===== config.mk =====
export PLATFORM = sky130hd
export DESIGN_NAME = gpi_port
export DESIGN_NICKNAME = d
export VERILOG_FILES = /design/src/rtl/gpi_pkg.sv /design/src/rtl/gpi_sync.sv /design/src/rtl/gpi_detect.sv /design/src/rtl/gpi_port.sv
export SDC_FILE = /design/constraint.sdc
export NUM_CORES = 1
export LEC_CHECK = 0
export BUFFER_PORTS_ARGS = -buffer_cell sky130_fd_sc_hd__buf_2
export CORE_MARGIN = 5
export CORE_UTILIZATION = 64
export DETAILED_ROUTE_END_ITERATION = 8
export GPL_TIMING_DRIVEN = 0
export PLACE_DENSITY = 0.85
export SLEW_MARGIN = 20
export SYNTH_ARGS = -nofsm -noshare
export SYNTH_HDL_FRONTEND = slang
export SYNTH_HIERARCHICAL = 1
export SYNTH_SLANG_ARGS = --single-unit

===== constraint.sdc =====
create_clock -name clk -period 2.1 [get_ports clk]
set_input_delay 0.42 -clock clk [delete_from_list [all_inputs] [get_ports clk]]
set_output_delay 0.42 -clock clk [all_outputs]
set_load 0.01 [all_outputs]

===== src/rtl/gpi_pkg.sv =====
package gpi_pkg;
    localparam int unsigned NPIN  = 32;
    localparam int unsigned DW    = 32;
    localparam int unsigned AW    = 3;
    localparam int unsigned TBITS = 2;

    typedef enum logic [TBITS-1:0] {
        TRG_RISE = 2'b00,
        TRG_FALL = 2'b01,
        TRG_HIGH = 2'b10,
        TRG_LOW  = 2'b11
    } trig_e;

    typedef enum logic [AW-1:0] {
        A_DIR   = 3'd0,
        A_USE   = 3'd1,
        A_TRGLO = 3'd2,
        A_TRGHI = 3'd3,
        A_MASK  = 3'd4,
        A_STAT  = 3'd5
    } addr_e;
endpackage


===== src/rtl/gpi_sync.sv =====
module gpi_sync #(
    parameter int unsigned W = 32
) (
    input  logic         clk,
    input  logic         rst_n,
    input  logic [W-1:0] raw_i,
    output logic [W-1:0] cur_o,
    output logic [W-1:0] prv_o
);
    typedef struct packed {
        logic [W-1:0] meta;
        logic [W-1:0] cur;
        logic [W-1:0] prv;
    } sy_t;

    sy_t sy_d, sy_q;

    always_comb begin
        sy_d      = sy_q;
        sy_d.meta = raw_i;
        sy_d.cur  = sy_q.meta;
        sy_d.prv  = sy_q.cur;
    end

    always_ff @(posedge clk or negedge rst_n) begin
        if (!rst_n) sy_q <= '0;
        else        sy_q <= sy_d;
    end

    assign cur_o = sy_q.cur;
    assign prv_o = sy_q.prv;
endmodule


===== src/rtl/gpi_detect.sv =====
module gpi_detect
    import gpi_pkg::*;
#(
    parameter int unsigned N = 32
) (
    input  logic [N-1:0]       cur_i,
    input  logic [N-1:0]       prv_i,
    input  logic [TBITS*N-1:0] cfg_i,
    input  logic [N-1:0]       qual_i,
    output logic [N-1:0]       ev_o
);
    for (genvar i = 0; i < N; i++) begin : g_pin
        logic  raw;
        trig_e code;
        assign code = trig_e'(cfg_i[TBITS*i +: TBITS]);
        always_comb begin
            unique case (code)
                TRG_RISE: raw = cur_i[i] & ~prv_i[i];
                TRG_FALL: raw = ~cur_i[i] & prv_i[i];
                TRG_HIGH: raw = cur_i[i];
                TRG_LOW:  raw = ~cur_i[i];
                default:  raw = 1'b0;
            endcase
        end
        assign ev_o[i] = raw & qual_i[i];
    end
endmodule


===== src/rtl/gpi_port.sv =====
module gpi_port
    import gpi_pkg::*;
(
    input  logic            clk,
    input  logic            rst_n,
    input  logic            wr_en,
    input  logic [AW-1:0]   wr_addr,
    input  logic [DW-1:0]   wr_data,
    input  logic [AW-1:0]   rd_addr,
    output logic [DW-1:0]   rd_data,
    input  logic [NPIN-1:0] pin_i,
    output logic            irq_o
);
    localparam int unsigned CFGW = TBITS * NPIN;

    typedef struct packed {
        logic [NPIN-1:0] dir;
        logic [NPIN-1:0] use_en;
        logic [DW-1:0]   trlo;
        logic [DW-1:0]   trhi;
        logic [NPIN-1:0] mask;
        logic [NPIN-1:0] stat;
        logic            irq;
    } rg_t;

    rg_t rg_d, rg_q;

    logic [NPIN-1:0] cur_w, prv_w, qual_w, ev_w, clr_w;
    logic [NPIN-1:0] stat_q, mask_q;
    logic [CFGW-1:0] cfg_w;

    gpi_sync #(.W(NPIN)) u_sync (
        .clk   (clk),
        .rst_n (rst_n),
        .raw_i (pin_i),
        .cur_o (cur_w),
        .prv_o (prv_w)
    );

    assign cfg_w  = {rg_q.trhi, rg_q.trlo};
    assign qual_w = rg_q.use_en & ~rg_q.dir;

    gpi_detect #(.N(NPIN)) u_det (
        .cur_i  (cur_w),
        .prv_i  (prv_w),
        .cfg_i  (cfg_w),
        .qual_i (qual_w),
        .ev_o   (ev_w)
    );

    always_comb begin
        rg_d  = rg_q;
        clr_w = '0;
        if (wr_en) begin
            case (addr_e'(wr_addr))
                A_DIR:   rg_d.dir    = wr_data;
                A_USE:   rg_d.use_en = wr_data;
                A_TRGLO: rg_d.trlo   = wr_data;
                A_TRGHI: rg_d.trhi   = wr_data;
                A_MASK:  rg_d.mask   = wr_data;
                A_STAT:  clr_w       = wr_data;
                default: ;
            endcase
        end
        rg_d.stat = (rg_q.stat & ~clr_w) | ev_w;
        rg_d.irq  = |(rg_q.stat & rg_q.mask);
    end

    always_ff @(posedge clk or negedge rst_n) begin
        if (!rst_n) rg_q <= '0;
        else        rg_q <= rg_d;
    end

    always_comb begin
        case (addr_e'(rd_addr))
            A_DIR:   rd_data = rg_q.dir;
            A_USE:   rd_data = rg_q.use_en;
            A_TRGLO: rd_data = rg_q.trlo;
            A_TRGHI: rd_data = rg_q.trhi;
            A_MASK:  rd_data = rg_q.mask;
            A_STAT:  rd_data = rg_q.stat;
            default: rd_data = '0;
        endcase
    end

    assign stat_q = rg_q.stat;
    assign mask_q = rg_q.mask;
    assign irq_o  = rg_q.irq;
endmodule


==> impl_results.md <==
- Synth area leaders: dfrtp_1 (59%), mux2_2 (14%), a22oi_1 (6.8%)
- TritonCTS Buffers: 29
- Post-synthesis cell area: about 12,000 µm²
- Post-synthesis sequential area ratio: between 50% and 60%
- Synth Area in Compound Gates: around an eighth
- Net Sw Frac: 28.1%
- Clock Tree Root: clkbuf_16
- Routed Antenna Nets: 0
- Chip height: 149 µm
- Final GP Congestion: 0.890
- Hold Crit Class: input pin to register
- Slowest cell on crit path: nor3b_4
- Critical-path cell list: buf_2, nor3b_4, clkbuf_8, a22oi_1, nand3_1, buf_2
- VDD IR max: 0.911 mV
- Area share of the largest cell type after synthesis: 58.8%
- Design area: roughly 15,000 µm²
- Clock-pin slew on the worst setup and hold paths: 0.06 ns
- Initial DRT Pass Iterations: 7
- Post-synth top area cell: dfrtp_1
- Total grt overflow: 0
- CP top delay family: buffers and inverters
- 1st-iter DRT viols: ~900
- Internal Pwr Total: 11.5 mW
- Die ar.: 22,100 µm²
- Tmin final: ~2.1 ns
- Commonest non-fill, non-tap cell in the layout: dfrtp_1
- LEAKAGE: 6.53 nW
- Cell variety after synth: 24
- Critical Path Sink Type: output port
- Synthesized area per cell: ~13 µm²
- Pwr Density: 1080 nW/µm²
- Via/cell ratio: 6.31
- Setup WS post-layout: -0.0108 ns
- DP Wirelength: about 22 mm
- CP Buf/Inv Count: 3
- Starting Density: 65.3%
- Max_slew headroom: about two thirds
- WL/cell: ~24 µm
- Largest net degree at the start of global routing: approximately 110
- Max cap viols: 0
- Worst-skew pair later-pin latency: 0.55 ns
- Xor/xnor share of the synthesized area: 0%
- Filler cell count: 1,095
- Maximum root-to-sink buffer count: 3
- GRT Total Usage: 30.9%
- Period utilization: 101%
- Seq pwr share: 48.7%
- Sw Pwr: 4.49 mW
- Worst Path Arrival: 1.69 ns
- Area Growth Syn to Fin: 20.9%
- Final Util: between 70% and 80%
- Post-route clock skew: 0.00677 ns
- Total Wirelength: 33.8 mm
- Worst-path maximum fanout: 10
- First-pass GRT wire length: approximately 52 mm
- Fmax: 474 MHz
- Final Hold Vio Count: 0
- Yosys reg bits: about 290
- Clock network power share: 34.9%
- R2R Setup Slk: 0.34 ns
- Share of post-route cells with drive strength above 1: between 30% and 40%
- Mux cell area share after synthesis: between 10 and 15%
- Via count: 8,841
- Setup violations, final: 2
- Most frequent cells in the layout: dfrtp_1 (289), mux2_2 (154), buf_2 (115), a22oi_1 (108), nor2b_1 (64)
- Cells after synthesis: around 940
- DIE WIDTH: 149 µm
- Final Max Slew Viols: 0
- CP peak stage delay: ~0.38 ns
- IO Port Bufs: 105
- CTS tree: done
- DP Area: 13,200 µm²
- Simple-Gate Fraction of Synth Area: 11.0%
- Post-Synth Adder-Cell Area: 0%
- Critical Path RT: roughly 1.7 ns
- RSZ-0062 raised after global routing: true
- Initial antenna violation count: 3
- Comb pwr share: 16.4%
- Worst setup path class: input pin to output port
- Largest family of logic cells by synthesized area: multiplexers
- Setup crit start kind: input pin
- Synth warn: 6
- Clock Sink Count: about 290
- I/O Pins: 106
- Outcome: complete, but fails checks
- DRC: 0
- Nets: 1,189
- Syn Nets: 1,012
- Site Rows: 50
- Vias in the first global route: about 9.4k
- Setup TNS: -0.0165 ns
- Core area: 18,800 µm²
- Worst Tran Pin Value: 0.526 ns
- Depth of the CTS H-tree: 1
- Failing checks: setup timing
- Most numerous cell on the critical path: buf_2
## state kept, by name, summed over array words and instances (netlist names)
name and cells:
irq_o 1, cfg_w 64, mask_q 32, rg_q 64, u_sync/prv_o 32, stat_q 32, u_sync/cur_o 32, u_sync/sy_d 32
## metrics by stage
| stage | hold WS, ns | worst slack, ns | instances | total power [mW] |
|---|---|---|---|---|
| 2_1_floorplan | 0.124 | 0.338 | 939 | 9.12 |
| 3_3_place_gp | 0.331 | -4.56 | 1304 | 10.1 |
| 4_1_cts | 0.156 | -0.00425 | 1395 | 15.9 |
| 3_5_place_dp | 0.335 | -0.919 | 1307 | 10.3 |
| 5_1_grt | 0.179 | -0.0405 | 1401 | 16.6 |
| 6_report | 0.177 | -0.0108 | 1402 | 16.0 |
## worst paths after layout
path                              endpoint  cells after the start       startpoint
min in group asynchronous  u_sync/sy_d[60]                      2            rst_n
max in group asynchronous  u_sync/prv_o[4]                      4            rst_n
setup / recovery               rd_data[15]                      6       rd_addr[2]
setup reg to reg                     irq_o                      3        mask_q[0]
hold reg to reg            u_sync/cur_o[1]                      0  u_sync/sy_d[33]
hold / removal                   cfg_w[32]                      2       wr_data[0]
## power by group through the flow
stage          Combinational, mW  Clock [mW]  Sequential [mW]
3_3_place_gp                2.35           0             7.73
5_1_grt                     2.85        5.87             7.90
2_1_floorplan               1.74           0             7.38
4_1_cts                     2.58        5.62             7.72
6_report                    2.62        5.58             7.80
3_5_place_dp                2.47           0             7.79
## cell type report
cell class / instances / area (µm²) / area share [%]
Multi-Input combinational cell: 579 / 4700 / 31.6
Buffer: 69 / 551 / 3.70
Antenna cell: 3 / 7.51 / 0.0505
Clock buffer: 43 / 888 / 5.97
Clock inverter: 11 / 164 / 1.10
Tap cell: 260 / 325 / 2.19
Sequential cell: 289 / 7230 / 48.6
Timing Repair Buffer: 148 / 1000 / 6.75
## per-layer routing
metal  track usage (%)  wire length [µm]
met1              40.3             12900
met2              48.5             15900
met3              8.65              3270
met4              13.9              1770
met5                 0                13
## kinds of logic after synthesis
kind of cell    Yosys count
compound gates          208
flops                   289
simple gates            211
mux                     160
buf+inv                  71
## what timing repair did
action	in CTS	in global routing
setup buffers	2	4
endpoints found under the setup margin	32	31
cloned	1	0
endpoints found under the hold margin	84	0
hold buffers	33	0
gates resized for setup	51	9
## cell usage after synthesis (all sizes together)
master  count
nor3        3
buf        55
nand2      33
and3b       2
dfrtp     289
a22oi     112
nand4       4
o21a       32
nor2       32
nand2b      1
mux2      160
nand3      32
or4         1
nand4b      1
a21o       32
nor2b      64
o21ai      32
clkbuf     16
and4b       1
nor3b      37
(Power assumes the default switching activity.)
